### config.mk
export PLATFORM = sky130hd
export DESIGN_NAME = lowv_csr
export DESIGN_NICKNAME = d
export VERILOG_FILES = /design/src/rtl/lowv_pkg.sv /design/src/rtl/lowv_ctrl.sv /design/src/rtl/lowv_datapath.sv /design/src/rtl/lowv_csr.sv
export SDC_FILE = /design/constraint.sdc
export NUM_CORES = 1
export LEC_CHECK = 0
export ABC_CLOCK_PERIOD_IN_PS = 1450
export BUFFER_PORTS_ARGS = -buffer_cell sky130_fd_sc_hd__buf_4
export CAP_MARGIN = 20
export CORE_AREA = 2 2 39 41
export DETAILED_ROUTE_END_ITERATION = 10
export DIE_AREA = 0 0 41 43
export HOLD_SLACK_MARGIN = 0.15
export PLACE_DENSITY = 0.64
export SETUP_SLACK_MARGIN = 0.15
export SLEW_MARGIN = 0
export SYNTH_ARGS = -nofsm -noshare
export SYNTH_HDL_FRONTEND = slang
export SYNTH_SLANG_ARGS = --single-unit
### constraint.sdc
create_clock -name clk -period 1.45 [get_ports clk]
set_clock_uncertainty 0.1 [all_clocks]
set_input_delay 0.0725 -clock clk [delete_from_list [all_inputs] [get_ports clk]]
set_output_delay 0.0725 -clock clk [all_outputs]
set_load 0.02 [all_outputs]
### src/rtl/lowv_pkg.sv
package lowv_pkg;
  localparam int DATA_W     = 8;
  localparam int FLAG_BIT   = 7;
  localparam int ACK_BIT    = 6;
  localparam int IEN_BIT    = 5;
  localparam int RSTEN_BIT  = 4;
  localparam int STOPEN_BIT = 3;
  localparam int MEN_BIT    = 2;
  localparam int RSVD_BIT   = 1;
  localparam int BUF_BIT    = 0;

  typedef struct packed {
    logic wrOpen;   // load the freely writable bits
    logic wrProt;   // load the once-only bits
    logic clrFlag;  // acknowledge
    logic setFlag;  // qualified detection
  } lowvStrobe_t;
endpackage

### src/rtl/lowv_ctrl.sv
module lowv_ctrl
  import lowv_pkg::*;
#(
  parameter int SYNC_STAGES = 2
) (
  input  logic              clk,
  input  logic              rstN,
  input  logic              wrEn,
  input  logic [DATA_W-1:0] wrData,
  input  logic              lowVoltIn,
  input  logic              stopMode,
  input  logic              masterEn,
  input  logic              stopEn,
  output lowvStrobe_t       strobe
);
  logic [SYNC_STAGES-1:0] syncQ;
  logic                   locked;
  logic                   lvSync;

  generate
    if (SYNC_STAGES == 1) begin : g_one
      always_ff @(posedge clk or negedge rstN)
        if (!rstN) syncQ <= '0;
        else       syncQ <= lowVoltIn;
    end else begin : g_chain
      always_ff @(posedge clk or negedge rstN)
        if (!rstN) syncQ <= '0;
        else       syncQ <= {syncQ[SYNC_STAGES-2:0], lowVoltIn};
    end
  endgenerate

  assign lvSync = syncQ[SYNC_STAGES-1];

  always_ff @(posedge clk or negedge rstN)
    if (!rstN)     locked <= 1'b0;
    else if (wrEn) locked <= 1'b1;

  always_comb begin
    strobe.wrOpen  = wrEn;
    strobe.wrProt  = wrEn & ~locked;
    strobe.clrFlag = wrEn & wrData[ACK_BIT];
    strobe.setFlag = lvSync & masterEn & (~stopMode | stopEn);
  end
endmodule

### src/rtl/lowv_datapath.sv
module lowv_datapath
  import lowv_pkg::*;
(
  input  logic              clk,
  input  logic              rstN,
  input  logic [DATA_W-1:0] wrData,
  input  lowvStrobe_t       strobe,
  output logic [DATA_W-1:0] rdData,
  output logic              masterEn,
  output logic              stopEn,
  output logic              irqReq,
  output logic              rstReq,
  output logic              bufEnable
);
  logic flagQ, intEnQ, rstEnQ, stopEnQ, masterEnQ, bufEnQ;

  always_ff @(posedge clk or negedge rstN)
    if (!rstN) begin
      intEnQ <= 1'b0;
      bufEnQ <= 1'b0;
    end else if (strobe.wrOpen) begin
      intEnQ <= wrData[IEN_BIT];
      bufEnQ <= wrData[BUF_BIT];
    end

  always_ff @(posedge clk or negedge rstN)
    if (!rstN) begin
      rstEnQ    <= 1'b1;
      stopEnQ   <= 1'b1;
      masterEnQ <= 1'b1;
    end else if (strobe.wrProt) begin
      rstEnQ    <= wrData[RSTEN_BIT];
      stopEnQ   <= wrData[STOPEN_BIT];
      masterEnQ <= wrData[MEN_BIT];
    end

  // set wins over acknowledge so no event is lost
  always_ff @(posedge clk or negedge rstN)
    if (!rstN)                flagQ <= 1'b0;
    else if (strobe.setFlag)  flagQ <= 1'b1;
    else if (strobe.clrFlag)  flagQ <= 1'b0;

  always_comb begin
    rdData            = '0;
    rdData[FLAG_BIT]  = flagQ;
    rdData[IEN_BIT]   = intEnQ;
    rdData[RSTEN_BIT] = rstEnQ;
    rdData[STOPEN_BIT]= stopEnQ;
    rdData[MEN_BIT]   = masterEnQ;
    rdData[BUF_BIT]   = bufEnQ;
  end

  assign masterEn  = masterEnQ;
  assign stopEn    = stopEnQ;
  assign irqReq    = flagQ & intEnQ;
  assign rstReq    = flagQ & rstEnQ & masterEnQ;
  assign bufEnable = bufEnQ;
endmodule

### src/rtl/lowv_csr.sv
module lowv_csr
  import lowv_pkg::*;
#(
  parameter int SYNC_STAGES = 2
) (
  input  logic              clk,
  input  logic              rstN,
  input  logic              wrEn,
  input  logic [DATA_W-1:0] wrData,
  output logic [DATA_W-1:0] rdData,
  input  logic              lowVoltIn,
  input  logic              stopMode,
  output logic              irqReq,
  output logic              rstReq,
  output logic              bufEnable
);
  lowvStrobe_t strobe;
  logic        masterEn, stopEn;

  lowv_ctrl #(.SYNC_STAGES(SYNC_STAGES)) u_ctrl (
    .clk(clk), .rstN(rstN), .wrEn(wrEn), .wrData(wrData),
    .lowVoltIn(lowVoltIn), .stopMode(stopMode),
    .masterEn(masterEn), .stopEn(stopEn), .strobe(strobe)
  );

  lowv_datapath u_dp (
    .clk(clk), .rstN(rstN), .wrData(wrData), .strobe(strobe),
    .rdData(rdData), .masterEn(masterEn), .stopEn(stopEn),
    .irqReq(irqReq), .rstReq(rstReq), .bufEnable(bufEnable)
  );
endmodule

==> results.json, run 1 <==
{
  "viasPerCell": 3.89,
  "synth.area.top_cells": "dfrtp_1 37%, dfstp_2 19%, buf_4 15%, mux2_4 11%, mux2_1 5.5%",
  "slew_viol_final": 0,
  "synth_cells": 30,
  "grt_remaining_overflow": 0,
  "drtAntennaViolNets": 0,
  "hp-class": "input port to asynchronous set/reset pin",
  "period_share": 0.863,
  "tns_ns": 0,
  "clk_pin_slew_ns": 0.06,
  "cts_root_buf": "clkbuf_4",
  "grt_pass1_wl_mm": 1.04,
  "drive_above_1_share": 0.517,
  "initial_utilization": 0.296,
  "crit_family": "flip-flops",
  "grt_setup_unrepaired": "no",
  "p_leak_nw": 0.313,
  "finalNetCount": 72,
  "num_antenna_cells": 0,
  "critical_path_arrival_ns": 1.08,
  "grt_usage": 0.0966,
  "routed-via-count": 288,
  "synth_compound_area_frac": 0.0245,
  "yosys.area_share.adder": 0,
  "pin_count": 24,
  "end_kind": "output port",
  "grt_pass1_vias": 250,
  "io_buffers": 19,
  "synthToLayoutAreaGrowth_pct": 61.2,
  "critPathLaunchType": "flop",
  "routed_wirelength_microns": 738,
  "ys_ff_latch": 9,
  "path_cells": "and3_1 -> buf_4",
  "wl_per_cell_microns": 9.97,
  "clock-sinks": 9,
  "place_congestion": 0.630,
  "total_power_w": 0.000659,
  "powerDensity_nw_per_um2": 1000,
  "status": "completed",
  "ir_drop_mv": 0.521,
  "grt_max_degree": 7,
  "path_buf_inv": 1,
  "cts_tree": "yes",
  "crit_path_max_incr_delay_ns": 0.54,
  "ys_seq_area_frac": 0.560,
  "ys_types": 13,
  "crit_slowest_cell": "dfstp_2",
  "critPathMaxFanout": 3,
  "drt_iter0_markers": 3,
  "muxShareOfSynthArea": 0.165,
  "finalWorstPathRequiredPeriod_ns": 1.25,
  "finalHoldViolCount": 0,
  "clock.fmax_mhz": 799,
  "cts_buffers": 3,
  "finalNonFillerCells": 74,
  "ys_warn_count": 0,
  "cts_resized": 0,
  "crit_type": "flop to output port",
  "clk_latency_ns": 0.26,
  "antenna_found_initial": 0,
  "cts_max_path_buffers": 2,
  "fillers": 123,
  "dieHeight_microns": 43,
  "synth_top_cell_area_share": 0.367,
  "die_area_sq_um": 1760,
  "htree_levels": 1,
  "syn-cell-area_sq_um": 409,
  "synthXorXnorAreaFrac": 0,
  "core_area_sq_um": 1380,
  "finalSetupViolations": 0,
  "core.rowCount": 14,
  "drv_cap": 0,
  "drcViolationCount": 0,
  "firstDrtPassIters": 2,
  "synth_area_leader_cell": "dfrtp_1",
  "syn_area_per_cell_sq_um": 13.6,
  "dp.cells": 58,
  "synth_top_family_by_area": "multiplexers",
  "required_ns": 1.28,
  "die_x_microns": 41,
  "synth-simple-area-share": 0.0948
}
metrics by stage:
step,hold WS [ns],setup slack (ns),util,area (sq um)
2_1_floorplan,-0.323,0.374,-,413
3_5_place_dp,-0.199,0.341,0.373,515
6_report,0.207,0.198,0.476,659
5_1_grt,0.225,0.160,0.476,659
4_1_cts,0.209,0.173,0.471,652
3_3_place_gp,-0.200,0.347,0.373,515
what timing repair did:
item | in CTS | in global routing
setup endpoints to repair | 0 | 1
hold endpoints to repair | 17 | 0
buffers inserted | 0 | 1
hold buffers | 11 | 0
synthesized netlist by cell type:
| library cell | instances |
|---|---|
| a32o_1 | 1 |
| nand2_1 | 1 |
| mux2_1 | 2 |
| and3_1 | 1 |
| buf_4 | 8 |
| or2_1 | 1 |
| and2_1 | 1 |
| mux2_4 | 3 |
| and2b_4 | 1 |
| conb_1 | 1 |
| nand2b_1 | 1 |
| dfstp_2 | 3 |
| dfrtp_1 | 6 |
area by class of cell:
class                      count  area, sq um  share of cell area
clock buffer                   4         26.3              0.0398
multi-input combinational     14          124               0.188
sequential                     9          229               0.347
tap                           16         20.0              0.0304
timing repair buffer          31          260               0.395
cells by family after synthesis:
logic type / Yosys count
DFF: 9
other: 1
muxes: 5
buffers and inverters: 8
AOI/OAI and AO/OA: 1
and+or+nand+nor: 6
cells in the final DEF, fill, tap and decap left out:
master	synthesis	final
dlygate4sd3_1	0	11
clkbuf_4	0	3
and3_1	1	1
dfrtp_1	6	6
a32o_1	1	1
dfstp_2	3	3
mux2_4	3	3
and2b_4	1	1
and2_1	1	1
clkbuf_1	0	1
or2_1	1	1
nand2_1	1	1
nand2b_1	1	1
buf_4	8	20
conb_1	1	2
mux2_1	2	2
state kept, by name, indices dropped and copies added (netlist names):
name,count
u_dp.bufEnable,1
u_ctrl.locked,1
u_dp.rstEnQ,1
u_dp.intEnQ,1
u_dp.masterEn,1
u_ctrl.syncQ,2
u_dp.flagQ,1
u_dp.stopEn,1
power by group:
| part | leakage, nW | total, W | internal (W) | switching (W) |
|---|---|---|---|---|
| logic | 0.199 | 0.000173 | 0.0000988 | 0.0000743 |
| registers | 0.0993 | 0.000298 | 0.000282 | 0.0000154 |
| clock network | 0.0150 | 0.000188 | 0.000106 | 0.0000827 |
path summary, 6_finish.rpt:
path | depth (start not counted) | start | slack, ns | endpoint
max in group asynchronous | 3 | rstN | 0.34 | u_dp.intEnQ
min | 2 | rstN | 0.21 | u_dp.rstEnQ
min reg2reg | 0 | u_ctrl.syncQ[0] | 0.25 | u_ctrl.syncQ[1]
max | 2 | u_dp.rstEnQ | 0.20 | rstReq
max reg2reg | 2 | u_ctrl.locked | 0.34 | u_dp.stopEn
min in group clk | 0 | u_ctrl.syncQ[0] | 0.25 | u_ctrl.syncQ[1]
worst register-to-register path, stage by stage, from the launching register on:
cell and delay (ns):
dfrtp_1 0.37, and2b_4 0.28, mux2_4 0.30
layer usage:
layer,up-vias,routed length (microns),GRT usage
met5,-,0,0
met4,0,10,0.100
met3,2,51,0.0314
met2,9,366,0.128
met1,133,310,0.111
li1,144,-,-
(Power assumes the default switching activity.)
==> inputs of run 2 (changes only) <==
BUFFER_PORTS_ARGS = not set   (was -buffer_cell sky130_fd_sc_hd__buf_4)
DONT_BUFFER_PORTS = 1   (was not set)
PLACE_DENSITY = 0.46   (was 0.64)
==> results.json, run 2 (synthesis results as in run 1) <==
{
  "worstSetupStartpoint": "u_dp.masterEn",
  "finalWorstPathRequiredPeriod_ns": 1.28,
  "crit_slowest_cell": "dfstp_2",
  "post_cts_buffers": 0,
  "clk_pin_slew_ns": 0.06,
  "ir_drop_mv": 0.457,
  "grt_max_degree": 10,
  "clock-sinks": 9,
  "crit_type": "flop to output port",
  "cts_buffers": 3,
  "period_share": 0.883,
  "grt_usage": 0.0935,
  "finalHoldViolCount": 0,
  "crit_path_max_incr_delay_ns": 0.61,
  "status": "completed",
  "dieHeight_microns": 43,
  "drtAntennaViolNets": 0,
  "synthToLayoutAreaGrowth_pct": 27.5,
  "final_common_cell": "dlygate4sd3_1",
  "drive_above_1_share": 0.308,
  "antenna_found_initial": 0,
  "cts_root_buf": "clkbuf_4",
  "drt_iter0_markers": 0,
  "p_leak_nw": 0.218,
  "htree_levels": 1,
  "finalSetupViolations": 0,
  "powerDensity_nw_per_um2": 1150,
  "drcViolationCount": 0,
  "wl_per_cell_microns": 11.7,
  "grt_pass1_wl_mm": 1.03,
  "path_cells": "and3_4",
  "dpl-instance-area_sq_um": 380,
  "dp_worst_setup_slack_ns": 0.334,
  "tns_ns": 0,
  "required_ns": 1.28,
  "holdCritStartpoint": "u_ctrl.syncQ[0]",
  "reg2reg_from": "u_ctrl.locked",
  "path_buf_inv": 0,
  "clock.fmax_mhz": 781,
  "largest_register_ffs": 2,
  "layout_common_cells": "11 x dlygate4sd3_1, 6 x dfrtp_1, 3 x mux2_4, 3 x clkbuf_4, 3 x dfstp_2",
  "finalNetCount": 53,
  "num_antenna_cells": 0,
  "die_area_sq_um": 1760,
  "core_area_sq_um": 1380,
  "holdPathStages": 0,
  "worst_slack_ns": 0.170,
  "io_buffers": 0,
  "firstDrtPassIters": 1,
  "rr_worst_depth": 2,
  "crit_family": "flip-flops",
  "core.rowCount": 14,
  "clk_latency_ns": 0.25,
  "final_cell_area_sq_um": 522,
  "place_congestion": 0.576,
  "grt_remaining_overflow": 0,
  "worstSetupPathDepth": 1,
  "die_x_microns": 41,
  "top_register": "u_ctrl.syncQ",
  "critical_path_arrival_ns": 1.11,
  "routed-via-count": 237,
  "drv_cap": 0,
  "pin_count": 24,
  "cts_max_path_buffers": 2,
  "fillers": 158,
  "routed_wirelength_microns": 646,
  "grt_pass1_vias": 239,
  "initial_utilization": 0.296,
  "slew_viol_final": 0,
  "critPathLaunchType": "flop",
  "end_kind": "output port",
  "grt_setup_unrepaired": "yes",
  "cts_tree": "yes",
  "viasPerCell": 4.31,
  "critPathMaxFanout": 4,
  "hp-class": "flop to flop"
}
-- run 2: path summary, 6_finish.rpt --
check                           slack, ns              end
worst min-delay path                 0.25  u_ctrl.syncQ[1]
min in group asynchronous            0.61   u_dp.bufEnable
worst max-delay path                 0.17           rstReq
worst min register to register       0.25  u_ctrl.syncQ[1]
worst max register to register       0.33    u_dp.masterEn
max in group asynchronous            0.31      u_dp.stopEn
-- run 2: final cells by class --
class                   count  area, sq um  area share
clock buffers               4         26.3      0.0504
flip-flops and latches      9          229       0.439
repair buffers             12          118       0.225
multi-input cells          14          129       0.247
well taps                  16         20.0      0.0384
-- run 2: through the flow --
stage,utilization,instances,hold WS (ns),total power (W)
5_1_grt,0.377,55,0.264,0.000639
3_3_place_gp,0.275,40,-0.323,0.000384
4_1_cts,0.377,55,0.253,0.000616
6_report,0.377,55,0.246,0.000600
3_5_place_dp,0.275,40,-0.323,0.000386
2_1_floorplan,-,31,-0.323,0.000405
-- run 2: layer usage --
metal,GRT usage,wire length [microns]
met1,0.120,268
met2,0.113,321
met3,0.0419,48
met4,0.0800,7
met5,0,0
-- run 2: where the power goes --
group | total, W | internal [W] | switching [W] | leakage, nW
Combinational | 0.0000860 | 0.0000482 | 0.0000379 | 0.104
Sequential | 0.000325 | 0.000283 | 0.0000418 | 0.0993
Clock | 0.000189 | 0.000106 | 0.0000834 | 0.0150
-- run 2: timing repair --
item	4_1_cts	5_1_grt
resized for setup	2	0
hold buffers	11	0
endpoints found under the setup margin	1	1
pin swaps	0	0
hold endpoints to repair	17	0
==> inputs of run 3 (changes only) <==
CELL_PAD_IN_SITES_DETAIL_PLACEMENT = 1   (was not set)
CELL_PAD_IN_SITES_GLOBAL_PLACEMENT = 1   (was not set)
PLACE_DENSITY = 0.57   (was 0.46)
RECOVER_POWER = 25   (was not set)
==> results.json, run 3 (synthesis results as in run 1) <==
{
  "tns_ns": 0,
  "layout_common_cells": "11 x dlygate4sd3_1, 6 x dfrtp_1, 3 x mux2_4, 3 x clkbuf_4, 3 x dfstp_2",
  "die_x_microns": 41,
  "pwr-share-clk": 0.316,
  "hpwlAfterDp_microns": 503,
  "clock.fmax_mhz": 778,
  "cts_max_path_buffers": 2,
  "fillers": 157,
  "antenna_found_initial": 0,
  "hp-class": "flop to flop",
  "largest_register_ffs": 2,
  "finalNetCount": 53,
  "finalSetupViolations": 0,
  "grt_pass1_vias": 263,
  "grt_pass1_wl_mm": 1.07,
  "final_common_cell": "dlygate4sd3_1",
  "drcViolationCount": 0,
  "holdPathStages": 0,
  "pwr-share-comb": 0.139,
  "grt_setup_unrepaired": "yes",
  "worstSetupPathDepth": 1,
  "clk_pin_slew_ns": 0.06,
  "place_congestion": 0.650,
  "grt_max_degree": 10,
  "routed-via-count": 238,
  "cts_root_buf": "clkbuf_4",
  "crit_slowest_cell": "dfstp_2",
  "crit_family": "flip-flops",
  "routed_wirelength_microns": 670,
  "initial_utilization": 0.296,
  "drive_above_1_share": 0.282,
  "drv_cap": 0,
  "end_kind": "output port",
  "p_leak_nw": 0.215,
  "crit_type": "flop to output port",
  "drt_iter0_markers": 0,
  "num_antenna_cells": 0,
  "critPathMaxFanout": 4,
  "finalNonFillerCells": 55,
  "required_ns": 1.28,
  "clk_latency_ns": 0.25,
  "critPathLaunchType": "flop",
  "critical_path_arrival_ns": 1.11,
  "dieHeight_microns": 43,
  "ir_drop_mv": 0.434,
  "powerDensity_nw_per_um2": 1150,
  "drtAntennaViolNets": 0,
  "power.switching_w": 0.000163,
  "fin_util": 0.374,
  "core.rowCount": 14,
  "pin_count": 24,
  "top_register": "u_ctrl.syncQ",
  "cts_tree": "yes",
  "sequentialPowerShare": 0.545,
  "path_buf_inv": 0,
  "rr_worst_depth": 2,
  "crit_path_max_incr_delay_ns": 0.62,
  "core_area_sq_um": 1380,
  "die_area_sq_um": 1760,
  "htree_levels": 1,
  "dp.cells": 40,
  "slew_viol_final": 0,
  "grt_remaining_overflow": 0,
  "grt_usage": 0.0924,
  "finalWorstPathRequiredPeriod_ns": 1.29,
  "finalHoldViolCount": 0,
  "clock-sinks": 9,
  "status": "completed",
  "firstDrtPassIters": 1,
  "synthToLayoutAreaGrowth_pct": 26.6,
  "cts_buffers": 3,
  "viasPerCell": 4.33,
  "switching_share": 0.273,
  "io_buffers": 0,
  "p_int_w": 0.000434,
  "wl_per_cell_microns": 12.2,
  "path_cells": "and3_4",
  "period_share": 0.887
}
## run 3: cell count changes in the layout (fill, tap and decap cells not counted), sizes merged
cell and change:
buf -1, clkbuf +1
## run 3: final timing paths
kind / endpoint / from / slack, ns
min in group asynchronous: u_ctrl.locked / rstN / 0.61
max: rstReq / u_dp.masterEn / 0.16
max reg2reg: u_dp.rstEnQ / u_ctrl.locked / 0.32
max in group asynchronous: u_dp.rstEnQ / rstN / 0.32
min reg2reg: u_ctrl.syncQ[1] / u_ctrl.syncQ[0] / 0.26
min: u_ctrl.syncQ[1] / u_ctrl.syncQ[0] / 0.26
## run 3: power by group through the flow
| stage | logic [W] | registers [W] | clock network [W] |
|---|---|---|---|
| final | 0.0000829 | 0.000326 | 0.000189 |
| after floorplan | 0.000103 | 0.000302 | 0 |
| after global routing | 0.0000912 | 0.000331 | 0.000210 |
| after detailed placement | 0.0000551 | 0.000330 | 0 |
| after CTS | 0.0000871 | 0.000327 | 0.000200 |
| after global placement | 0.0000553 | 0.000330 | 0 |
## run 3: through the flow
stage	hold slack (ns)	worst slack, ns	cell area [sq um]	power, W
2_1_floorplan	-0.323	0.374	413	0.000405
3_3_place_gp	-0.323	0.350	380	0.000385
3_5_place_dp	-0.323	0.335	380	0.000386
4_1_cts	0.260	0.147	522	0.000614
5_1_grt	0.258	0.120	518	0.000632
6_report	0.256	0.164	518	0.000598
## run 3: timing repair
item	CTS	global route
cloned	0	0
hold endpoints to repair	17	0
resized for setup	2	0
hold buffers	11	0
setup buffers	0	0
endpoints found under the setup margin	1	1
## run 3: layout make-up
| cell class | count | area, sq um | area share |
|---|---|---|---|
| Clock buffer | 4 | 26.3 | 0.0507 |
| Multi-Input combinational cell | 14 | 129 | 0.249 |
| Sequential cell | 9 | 229 | 0.442 |
| Tap cell | 16 | 20.0 | 0.0386 |
| Timing Repair Buffer | 12 | 114 | 0.220 |
## run 3: layer usage
layer	up-vias	routed length, microns	global-route usage
met5	-	0	0
met4	0	0	0.0600
met3	0	56	0.0366
met2	12	342	0.134
met1	118	272	0.107
li1	108	-	-
